$ cat config.mk
export PLATFORM = sky130hd
export DESIGN_NAME = prio_irq_ctrl
export DESIGN_NICKNAME = d
export VERILOG_FILES = /design/src/rtl/prio_irq_ctrl_pkg.sv /design/src/rtl/prio_irq_ctrl_control.sv /design/src/rtl/prio_irq_ctrl_datapath.sv /design/src/rtl/prio_irq_ctrl.sv
export SDC_FILE = /design/constraint.sdc
export NUM_CORES = 1
export LEC_CHECK = 0
export BUFFER_PORTS_ARGS = -buffer_cell sky130_fd_sc_hd__buf_4
export CAP_MARGIN = 20
export CORE_UTILIZATION = 40
export CTS_CLUSTER_SIZE = 10
export DETAILED_ROUTE_END_ITERATION = 8
export GPL_ROUTABILITY_DRIVEN = 0
export GPL_TIMING_DRIVEN = 0
export HOLD_SLACK_MARGIN = 0.02
export REMOVE_ABC_BUFFERS = 1
export SLEW_MARGIN = 10
export SYNTH_ARGS = -nofsm -noshare
export SYNTH_HDL_FRONTEND = slang
export SYNTH_SLANG_ARGS = --single-unit
export TNS_END_PERCENT = 1
$ cat constraint.sdc
create_clock -name clk -period 17.5 [get_ports clk]
set_clock_uncertainty 0.05 [all_clocks]
set_input_delay 0.875 -clock clk [delete_from_list [all_inputs] [get_ports clk]]
set_output_delay 0.875 -clock clk [all_outputs]
set_load 0.01 [all_outputs]
$ cat src/rtl/prio_irq_ctrl_pkg.sv
package prio_irq_ctrl_pkg;

  // Configuration bits the control side needs from the register file.
  typedef struct packed {
    logic nmiRise;    // 1: rising edge is active, 0: falling edge
    logic nmiOverBl;  // 1: non-maskable request passes while block bit set
  } ctrlCfg_t;

  // Strobes from control to datapath.
  typedef struct packed {
    logic nmiReq;     // pending and not being cleared this cycle
    logic nmiHeld;    // raw pending flag (status)
    logic nmiSample;  // last sampled pin level (status)
    logic accept;     // core acknowledged the presented request
  } ctlStrobe_t;

endpackage

$ cat src/rtl/prio_irq_ctrl_control.sv
module prio_irq_ctrl_control
  import prio_irq_ctrl_pkg::*;
#(
  parameter int NSRC   = 10,
  parameter int CODE_W = 4
) (
  input  logic              clk,
  input  logic              rstN,
  input  logic              nmiPin,
  input  logic              ack,
  input  logic              irqOut,
  input  logic [CODE_W-1:0] irqCode,
  input  ctrlCfg_t          cfg,
  output ctlStrobe_t        strobe
);

  logic nmiPrevQ;
  logic nmiPendQ;
  logic edgeHit;
  logic acceptNow;
  logic nmiClear;

  always_comb begin
    if (cfg.nmiRise) edgeHit = nmiPin & ~nmiPrevQ;
    else             edgeHit = ~nmiPin & nmiPrevQ;
    acceptNow = ack & irqOut;
    nmiClear  = acceptNow && (irqCode == CODE_W'(NSRC));
  end

  always_ff @(posedge clk or negedge rstN) begin
    if (!rstN) begin
      nmiPrevQ <= 1'b0;
      nmiPendQ <= 1'b0;
    end else begin
      nmiPrevQ <= nmiPin;
      // a fresh edge wins over a clear in the same cycle
      nmiPendQ <= edgeHit | (nmiPendQ & ~nmiClear);
    end
  end

  always_comb begin
    strobe.nmiReq    = nmiPendQ & ~nmiClear;
    strobe.nmiHeld   = nmiPendQ;
    strobe.nmiSample = nmiPrevQ;
    strobe.accept    = acceptNow;
  end

endmodule

$ cat src/rtl/prio_irq_ctrl_datapath.sv
module prio_irq_ctrl_datapath
  import prio_irq_ctrl_pkg::*;
#(
  parameter int NUM_EXT = 4,
  parameter int NUM_MOD = 6,
  parameter int LVL_W   = 4,
  parameter int ADDR_W  = 4,
  parameter int CODE_W  = 4
) (
  input  logic                  clk,
  input  logic                  rstN,
  input  logic                  regWe,
  input  logic [ADDR_W-1:0]     regAddr,
  input  logic [LVL_W:0]        regWdata,
  output logic [LVL_W:0]        regRdata,
  input  logic [NUM_EXT+NUM_MOD-1:0] irqReq,
  input  logic [LVL_W-1:0]      cpuImask,
  input  logic                  cpuBl,
  input  logic                  cpuUserMode,
  input  ctlStrobe_t            strobe,
  output ctrlCfg_t              cfg,
  output logic [LVL_W-1:0]      userMask,
  output logic                  irqOut,
  output logic [LVL_W-1:0]      irqLevel,
  output logic [CODE_W-1:0]     irqCode,
  output logic                  imaskUpd,
  output logic [LVL_W-1:0]      imaskNew
);

  localparam int NSRC      = NUM_EXT + NUM_MOD;
  localparam int RANK_W    = LVL_W + 1;
  localparam int DATA_W    = LVL_W + 1;
  localparam int ADDR_CTRL = NSRC;
  localparam int ADDR_UMSK = NSRC + 1;
  localparam int ADDR_STAT = NSRC + 2;

  logic [LVL_W-1:0]  extPriQ [NUM_EXT];
  logic [RANK_W-1:0] modPriQ [NUM_MOD];
  ctrlCfg_t          cfgQ;
  logic [LVL_W-1:0]  userMaskQ;

  // ---------------- register file ----------------
  always_ff @(posedge clk or negedge rstN) begin
    if (!rstN) begin
      for (int i = 0; i < NUM_EXT; i++) extPriQ[i] <= '0;
      for (int j = 0; j < NUM_MOD; j++) modPriQ[j] <= '0;
      cfgQ      <= '0;
      userMaskQ <= '0;
    end else if (regWe) begin
      for (int i = 0; i < NUM_EXT; i++)
        if (regAddr == ADDR_W'(i)) extPriQ[i] <= regWdata[LVL_W-1:0];
      for (int j = 0; j < NUM_MOD; j++)
        if (regAddr == ADDR_W'(NUM_EXT + j)) modPriQ[j] <= regWdata;
      if (regAddr == ADDR_W'(ADDR_CTRL)) begin
        cfgQ.nmiRise   <= regWdata[0];
        cfgQ.nmiOverBl <= regWdata[1];
      end
      if (regAddr == ADDR_W'(ADDR_UMSK)) userMaskQ <= regWdata[LVL_W-1:0];
    end
  end

  always_comb begin
    regRdata = '0;
    for (int i = 0; i < NUM_EXT; i++)
      if (regAddr == ADDR_W'(i)) regRdata = DATA_W'(extPriQ[i]);
    for (int j = 0; j < NUM_MOD; j++)
      if (regAddr == ADDR_W'(NUM_EXT + j)) regRdata = modPriQ[j];
    if (regAddr == ADDR_W'(ADDR_CTRL)) regRdata = DATA_W'({cfgQ.nmiOverBl, cfgQ.nmiRise});
    if (regAddr == ADDR_W'(ADDR_UMSK)) regRdata = DATA_W'(userMaskQ);
    if (regAddr == ADDR_W'(ADDR_STAT)) regRdata = DATA_W'({strobe.nmiHeld, strobe.nmiSample});
  end

  assign cfg      = cfgQ;
  assign userMask = userMaskQ;

  // ---------------- per-source rank and eligibility ----------------
  logic [RANK_W-1:0] rank [NSRC];
  logic [NSRC-1:0]   elig;

  for (genvar g = 0; g < NSRC; g++) begin : g_src
    logic [LVL_W-1:0] lvl;
    if (g < NUM_EXT) begin : g_ext
      assign rank[g] = (extPriQ[g] == '0) ? '0 : {extPriQ[g], 1'b1};
    end else begin : g_mod
      assign rank[g] = modPriQ[g - NUM_EXT];
    end
    assign lvl     = rank[g][RANK_W-1:1];
    assign elig[g] = irqReq[g] && (lvl != '0) && (lvl > cpuImask) && !cpuBl &&
                     (!cpuUserMode || (lvl > userMaskQ));
  end

  // ---------------- arbitration ----------------
  logic [RANK_W-1:0] bestRank;
  logic [CODE_W-1:0] bestIdx;
  logic              anyHit;
  logic              nmiGo;
  logic              outNext;
  logic [LVL_W-1:0]  lvlNext;
  logic [CODE_W-1:0] codeNext;

  always_comb begin
    bestRank = '0;
    bestIdx  = '0;
    anyHit   = 1'b0;
    for (int i = 0; i < NSRC; i++) begin
      if (elig[i] && (!anyHit || (rank[i] > bestRank))) begin
        anyHit   = 1'b1;
        bestRank = rank[i];
        bestIdx  = CODE_W'(i);
      end
    end
  end

  always_comb begin
    nmiGo    = strobe.nmiReq && (!cpuBl || cfgQ.nmiOverBl);
    outNext  = 1'b0;
    lvlNext  = '0;
    codeNext = '0;
    if (nmiGo) begin
      outNext  = 1'b1;
      lvlNext  = '1;
      codeNext = CODE_W'(NSRC);
    end else if (anyHit) begin
      outNext  = 1'b1;
      lvlNext  = bestRank[RANK_W-1:1];
      codeNext = bestIdx;
    end
  end

  // ---------------- output and accept registers ----------------
  always_ff @(posedge clk or negedge rstN) begin
    if (!rstN) begin
      irqOut   <= 1'b0;
      irqLevel <= '0;
      irqCode  <= '0;
      imaskUpd <= 1'b0;
      imaskNew <= '0;
    end else begin
      irqOut   <= outNext;
      irqLevel <= lvlNext;
      irqCode  <= codeNext;
      imaskUpd <= strobe.accept;
      if (strobe.accept) imaskNew <= irqLevel;
    end
  end

endmodule

$ cat src/rtl/prio_irq_ctrl.sv
module prio_irq_ctrl
  import prio_irq_ctrl_pkg::*;
#(
  parameter int NUM_EXT = 4,
  parameter int NUM_MOD = 6,
  parameter int LVL_W   = 4,
  parameter int ADDR_W  = 4,
  localparam int NSRC   = NUM_EXT + NUM_MOD,
  localparam int CODE_W = $clog2(NSRC + 1)
) (
  input  logic              clk,
  input  logic              rstN,
  input  logic              regWe,
  input  logic [ADDR_W-1:0] regAddr,
  input  logic [LVL_W:0]    regWdata,
  output logic [LVL_W:0]    regRdata,
  input  logic [NSRC-1:0]   irqReq,
  input  logic              nmiPin,
  input  logic [LVL_W-1:0]  cpuImask,
  input  logic              cpuBl,
  input  logic              cpuUserMode,
  input  logic              ack,
  output logic              irqOut,
  output logic [LVL_W-1:0]  irqLevel,
  output logic [CODE_W-1:0] irqCode,
  output logic              imaskUpd,
  output logic [LVL_W-1:0]  imaskNew
);

  ctrlCfg_t         cfg;
  ctlStrobe_t       strobe;
  logic [LVL_W-1:0] userMask;

  prio_irq_ctrl_control #(.NSRC(NSRC), .CODE_W(CODE_W)) u_ctl (
    .clk(clk), .rstN(rstN), .nmiPin(nmiPin), .ack(ack),
    .irqOut(irqOut), .irqCode(irqCode), .cfg(cfg), .strobe(strobe)
  );

  prio_irq_ctrl_datapath #(
    .NUM_EXT(NUM_EXT), .NUM_MOD(NUM_MOD), .LVL_W(LVL_W),
    .ADDR_W(ADDR_W), .CODE_W(CODE_W)
  ) u_dp (
    .clk(clk), .rstN(rstN), .regWe(regWe), .regAddr(regAddr),
    .regWdata(regWdata), .regRdata(regRdata), .irqReq(irqReq),
    .cpuImask(cpuImask), .cpuBl(cpuBl), .cpuUserMode(cpuUserMode),
    .strobe(strobe), .cfg(cfg), .userMask(userMask),
    .irqOut(irqOut), .irqLevel(irqLevel), .irqCode(irqCode),
    .imaskUpd(imaskUpd), .imaskNew(imaskNew)
  );

endmodule

==> impl_metrics.json, run 1 <==
{
  "switchingPower_mw": 0.4367,
  "period_minus_slack_ns": 16.66,
  "die_area_um2": 18380,
  "path_max_fanout": 12,
  "routedWlPerCell_um": 20.66,
  "area_growth_pct": 16.25,
  "critPathSlowestCell": "or3b_4",
  "tns_ns": 0,
  "synthesis.area_um2": 7138,
  "hold_buffers": 0,
  "wl_mm": 22.10,
  "cts_tree": "done",
  "clkPwrFrac_pct": 18.2,
  "grt_first_pass_wirelength_mm": 34.07,
  "numCtsBuffers": 9,
  "hpwl_mm": 15.43,
  "drive_gt1_share_pct": 22.96,
  "num_io_pins": 49,
  "path_common_cell": "ha_1",
  "r2r_cells": 88,
  "viasPerCell": 5.998,
  "cts.clk_slew.worst_paths_ns": 0.06,
  "fin_ws_ns": 0.8368,
  "cap_violations": 0,
  "synth-async-reset-ratio_pct": 100.0,
  "final_util_pct": 47.81,
  "p_int_mw": 0.5685,
  "ys_ff_latch": 68,
  "vdd_drop_max_mv": 0.05831,
  "std_cell_rows": 48,
  "hold_class": "flip-flop to flip-flop",
  "clk_latency_ns": 0.34,
  "synth_cells": 792,
  "cp.depth": 89,
  "ys.flop_type": "dfrtp_1",
  "synth_cell_types": 82,
  "synthAdderAreaFrac_pct": 21.38,
  "drt_iter0_drc": 534,
  "min_path_cells": 1,
  "powerDensity_nw_per_um2": 121.1,
  "synth-seq-area-share_pct": 23.84,
  "dp_slack_ns": -2.042,
  "synth_top_family_by_area": "adder cells",
  "finalHoldViolCount": 0,
  "grt_pass1_vias": 5895,
  "fp.dieW_um": 135.6,
  "diodes": 0,
  "swShare_pct": 43.44,
  "synth_compound_area_share_pct": 20.89,
  "clock_sinks": 68,
  "startpoint_type": "input port",
  "coreArea_um2": 17360,
  "cts.htree.levels": 3,
  "vias": 6418,
  "clk_path_buf_depth": 2,
  "arrival_ns": 16.84,
  "synthMuxAreaShare_pct": 10.03,
  "critPathBufInv": 6,
  "required_ns": 17.68,
  "stdcell_count": 1070,
  "setup_viol": 0,
  "leakage_nw": 3.677,
  "path_delay_family": "compound AO/OA/AOI/OAI gates",
  "fin_nets": 992,
  "finalCritPeriodShare_pct": 95.22,
  "fmax_mhz": 60.01,
  "grt-ovfl-total": 0,
  "critPathKind": "input port to flip-flop",
  "synth_edf_count": 0,
  "seq_power_share_pct": 27.4,
  "combPwrFrac_pct": 54.4,
  "tightest_slew_ns": 0.9373,
  "slew_viol_final": 0,
  "critPathMaxStageDelay_ns": 0.42,
  "drc": 0,
  "grt_util_all_layers_pct": 24.72,
  "grt_max_degree": 69,
  "outcome": "complete, no violations",
  "postRouteAntennaNets": 0,
  "firstDrtPassIters": 5,
  "placed_cells": 1027,
  "initial_core_util_pct": 41.13,
  "synthXorXnorAreaFrac_pct": 0,
  "portBuffers": 48,
  "syn_avg_cell_area_um2": 9.013,
  "relSlewSlack_pct": 36.94,
  "yosys_warnings": 0,
  "die_h_um": 135.6,
  "cts-root-buf": "clkbuf_16",
  "synth_simple_gate_area_share_pct": 18.95,
  "crit_path_end_kind": "flip-flop",
  "antenna_found_initial": 0
}
==> layout by cell type (no fill, tap or decap), drive strengths merged, types with 4 or more instances in the layout <==
cell type	n
dfrtp	68
mux2i	10
clkbuf	9
nand4	17
mux2	46
nand4b	4
a221oi	6
a31oi	8
o22ai	9
o21ai	64
buf	73
or4	4
nand3	11
o311a	4
nand2b	28
a22oi	7
nand2	51
nor3	8
nor4	9
ha	122
a22o	4
and3	6
a21oi	45
or3	7
inv	47
clkinvlp	5
o21a	22
nor2	39
nand3b	7
a211oi	10
or2	4
nor2b	31
mux4	4
o31ai	6
==> cells in the mapped netlist (all sizes together), types with 10 or more instances <==
| master | instances | area, µm² |
|---|---|---|
| ha | 122 | 1526 |
| nand4 | 17 | 106.4 |
| clkbuf | 28 | 106.4 |
| a211oi | 10 | 92.59 |
| a21oi | 45 | 225.2 |
| mux2 | 46 | 525.5 |
| dfrtp | 68 | 1702 |
| nand3 | 11 | 67.57 |
| mux2i | 10 | 100.1 |
| nand2b | 28 | 175.2 |
| o21ai | 64 | 327.8 |
| nor2 | 39 | 148.9 |
| inv | 48 | 180.2 |
| buf | 10 | 63.80 |
| nand2 | 51 | 191.4 |
| o21a | 20 | 150.1 |
| nor2b | 31 | 193.9 |
==> worst register-to-register path: cells and delay by family, from the launching register on <==
kind | cells | cell delay (ns)
and+or+nand+nor | 29 | 4.35
DFF | 1 | 0.36
buffers and inverters | 5 | 0.86
muxes | 2 | 0.60
AOI/OAI and AO/OA | 42 | 7.54
adders and majority gates | 10 | 2.81
==> timing repair <==
action | in CTS | in global routing
buffers inserted | 5 | 20
gates resized for setup | 16 | 27
cloned | 0 | 2
setup endpoints to repair | 8 | 8
pin swaps | 2 | 11
==> power by group through the flow <==
stage | combinational [mW] | sequential, mW | clock [mW]
after floorplan | 0.361 | 0.251 | 0
after global placement | 0.492 | 0.275 | 0
after detailed placement | 0.498 | 0.275 | 0
after CTS | 0.512 | 0.273 | 0.186
after global routing | 0.618 | 0.281 | 0.194
final | 0.547 | 0.275 | 0.183
==> final cells by class <==
cell class,instances,area (µm²)
clock buffer,9,225.2
fill,1659,9059
sequential,68,1702
clock inverter,7,75.07
tap,225,281.5
multi-input combinational,640,5269
timing repair buffer,73,548.0
inverter,48,197.7
==> cells by family after synthesis <==
family                   count (synthesis)
flip-flops                              68
AO/OA/AOI/OAI                          217
buffers and inverters                   86
adder cells (fa/ha/maj)                122
AND/OR/NAND/NOR                        239
multiplexers                            60
==> final timing paths <==
| kind | from | slack, ns | endpoint |
|---|---|---|---|
| worst max-delay path | cpuImask[2] | 0.84 | u_dp.irqCode[1] |
| worst min-delay path | u_dp.imaskNew[3] | 0.46 | u_dp.imaskNew[3] |
| worst max register to register | u_dp.userMask[3] | 0.87 | u_dp.irqCode[1] |
| worst min register to register | u_dp.imaskNew[3] | 0.46 | u_dp.imaskNew[3] |
| max in group asynchronous | rstN | 16.18 | u_dp.g_src[4].lvl[2] |
| min in group asynchronous | rstN | 0.59 | u_dp.imaskUpd |
==> routing by layer <==
layer | GRT usage [%] | share of wire, % | vias to the layer above
met2 | 36.71 | 43 | 191
met5 | 0 | 0 | -
met1 | 35.96 | 48 | 3118
met3 | 4.564 | 5.9 | 32
met4 | 7.303 | 2.3 | 0
li1 | - | - | 3077
==> registers in the layout (all words and copies together) (netlist names) <==
register	count
u_dp.irqLevel	4
u_dp.modPriQ	6
u_dp.imaskUpd	1
u_dp.irqOut	1
u_dp.imaskNew	4
u_dp.cfg	2
u_dp.g_src.lvl	24
u_ctl.nmiPrevQ	1
u_dp.extPriQ	16
u_dp.userMask	4
u_dp.irqCode	4
u_ctl.nmiPendQ	1
==> through the flow <==
step | hold WS, ns | power [mW] | cell area (µm²)
after floorplan | 0.4676 | 0.6124 | 6968
after global placement | 0.4393 | 0.7671 | 7610
after detailed placement | 0.4457 | 0.7738 | 7610
after CTS | 0.4588 | 0.9704 | 8024
after global routing | 0.4739 | 1.094 | 8298
final | 0.4563 | 1.005 | 8298
(Power assumes the default switching activity.)
==> run 2: changes to the inputs <==
--- a/config.mk
+++ b/config.mk
@@ -8,5 +8,6 @@
 export BUFFER_PORTS_ARGS = -buffer_cell sky130_fd_sc_hd__buf_4
 export CAP_MARGIN = 20
-export CORE_UTILIZATION = 40
+export CORE_UTILIZATION = 62
+export CTS_CLUSTER_DIAMETER = 30
 export CTS_CLUSTER_SIZE = 10
 export DETAILED_ROUTE_END_ITERATION = 8
@@ -14,4 +15,5 @@
 export GPL_TIMING_DRIVEN = 0
 export HOLD_SLACK_MARGIN = 0.02
+export PLACE_DENSITY = 0.81
 export REMOVE_ABC_BUFFERS = 1
 export SLEW_MARGIN = 10
==> constraint.sdc (replaced) <==
create_clock -name clk -period 17.5 [get_ports clk]
set_clock_uncertainty 0.05 [all_clocks]
set_input_delay 3.5 -clock clk [delete_from_list [all_inputs] [get_ports clk]]
set_output_delay 3.5 -clock clk [all_outputs]
set_load 0.01 [all_outputs]
==> run 2 against run 1 <==
Compared with the run above:
- the flow now finishes with violations (setup timing)
- clock power shrank 5%
- setup slack got worse by 2.2 ns
- wire length grew 14%
==> impl_metrics.json, run 2 (synthesized netlist as in run 1, its figures left out) <==
{
  "drc": 0,
  "grt_max_degree": 69,
  "critPathMaxStageDelay_ns": 0.43,
  "reg2reg_slack_ns": 1.21,
  "r2r_cells": 91,
  "num-fill-cells": 669,
  "drt_iter0_drc": 893,
  "hpwl_mm": 15.54,
  "arrival_ns": 19.08,
  "setup_viol": 8,
  "reg2reg_from": "u_dp.userMask[3]",
  "tightest_slew_ns": 0.8704,
  "hold_class": "flip-flop to flip-flop",
  "die_h_um": 109.3,
  "die_area_um2": 11950,
  "area_growth_pct": 22.45,
  "finalCritPeriodShare_pct": 108.0,
  "firstDrtPassIters": 7,
  "cp-startpoint": "cpuImask[2]",
  "finalHoldViolCount": 0,
  "critPathSlowestCell": "a2111oi_4",
  "cts.clk_slew.worst_paths_ns": 0.06,
  "grt-ovfl-total": 0,
  "portBuffers": 48,
  "cts_tree": "done",
  "largest_register_ffs": 24,
  "leakage_nw": 3.846,
  "required_ns": 17.68,
  "endpoint": "u_dp.irqCode[1]",
  "diodes": 0,
  "postRouteAntennaNets": 0,
  "numCtsBuffers": 9,
  "viasPerCell": 7.240,
  "seq_area_um2": 1702,
  "rsz0062_at_grt": "yes",
  "routedWlPerCell_um": 24.94,
  "vdd_drop_max_mv": 0.1027,
  "whs_ns": 0.4571,
  "fin_nets": 1016,
  "crit_path_end_kind": "flip-flop",
  "cts.htree.levels": 3,
  "clk_path_buf_depth": 2,
  "multi_input_area_um2": 5630,
  "critPathKind": "input port to flip-flop",
  "coreArea_um2": 11030,
  "violations": "setup timing",
  "fp.dieW_um": 109.3,
  "fmax_mhz": 52.93,
  "outcome": "finished, violations left",
  "initial_core_util_pct": 64.71,
  "grt_util_all_layers_pct": 41.43,
  "std_cell_rows": 38,
  "clock_sinks": 68,
  "slew_viol_final": 0,
  "layout_commonest_cell": "ha_1",
  "relSlewSlack_pct": 41.97,
  "powerDensity_nw_per_um2": 129.9,
  "mostFrequentLayoutCells": "ha_1, buf_4, dfrtp_1",
  "path_max_fanout": 6,
  "vias": 7305,
  "startpoint_type": "input port",
  "hold_buffers": 0,
  "cap_violations": 0,
  "num_io_pins": 49,
  "fin_ws_ns": -1.393,
  "grt_pass1_vias": 7163,
  "r2r-end": "u_dp.irqCode[1]",
  "clk_latency_ns": 0.34,
  "period_minus_slack_ns": 18.89,
  "wl_mm": 25.16,
  "antenna_found_initial": 0,
  "cts-root-buf": "clkbuf_16",
  "dp_slack_ns": -4.521,
  "drive_gt1_share_pct": 30.72,
  "grt_first_pass_wirelength_mm": 37.09
}
==> run 2: changes by cell type in the layout (fill, tap and decap cells not counted), sizes merged <==
cell    previous run  this run
buf               73        98
o21a              22        21
clkbuf             9        10
bufinv             1         0
clkinv             2         1
inv               47        48
==> run 2: layout make-up <==
type,instances,share of cell area [%]
Inverter,48,2.262
Clock inverter,6,0.5583
Timing Repair Buffer,98,8.674
Tap cell,140,2.004
Multi-Input combinational cell,639,64.41
Clock buffer,10,2.620
Sequential cell,68,19.47
==> run 2: worst max-delay path: cells and delay by family <==
family                   cells  cell delay, ns
AND/OR/NAND/NOR             23            2.73
buffers and inverters       13            1.57
adder cells (fa/ha/maj)     10            2.66
AO/OA/AOI/OAI               45            8.28
multiplexers                 1            0.29
==> run 2: how the worst min path moves through the flow <==
stage / depth (start not counted) / slack, ns / endpoint / startpoint
6_report: 1 / 0.46 / u_dp.imaskNew[1] / u_dp.imaskNew[1]
5_1_grt: 1 / 0.49 / u_dp.imaskNew[1] / u_dp.irqLevel[1]
4_1_cts: 1 / 0.46 / u_dp.imaskNew[1] / u_dp.imaskNew[1]
3_5_place_dp: 1 / 0.45 / u_dp.imaskNew[1] / u_dp.imaskNew[1]
3_3_place_gp: 1 / 0.44 / u_dp.imaskNew[1] / u_dp.imaskNew[1]
2_1_floorplan: 1 / 0.47 / u_dp.cfg[1] / u_dp.cfg[1]
==> run 2: where the power goes <==
part	internal (mW)	switching, mW	leakage (nW)
logic	0.319	0.360	2.90
clock network	0.0972	0.0757	0.126
registers	0.200	0.0835	0.816
total	0.616	0.520	3.85
==> run 2: repair_timing <==
action                     CTS  global route
buffers inserted            29            21
resized for setup           77            39
setup endpoints to repair    8             8
cloned                       1             0
pin swaps                   32            50
==> run 2: routing by layer <==
layer / GRT usage (%) / wire, µm / up-vias
met5: 0 / 0 / -
met4: 23.62 / 1640 / 0
met3: 10.14 / 2795 / 177
met2: 64.69 / 11440 / 533
met1: 52.40 / 9288 / 3471
li1: - / - / 3124
==> run 2: per-stage QoR <==
stage          cells  TNS [ns]  util, %  instance area [µm²]  total power, mW
2_1_floorplan    754    -13.24        -                 6968           0.6124
3_3_place_gp     942    -30.02    68.02                 7503           0.7402
3_5_place_dp     942    -35.58    68.02                 7503           0.7864
4_1_cts          988    -5.274    75.91                 8373            1.035
5_1_grt         1009    -14.82    79.24                 8741            1.199
6_report        1009    -10.74    79.24                 8741            1.136
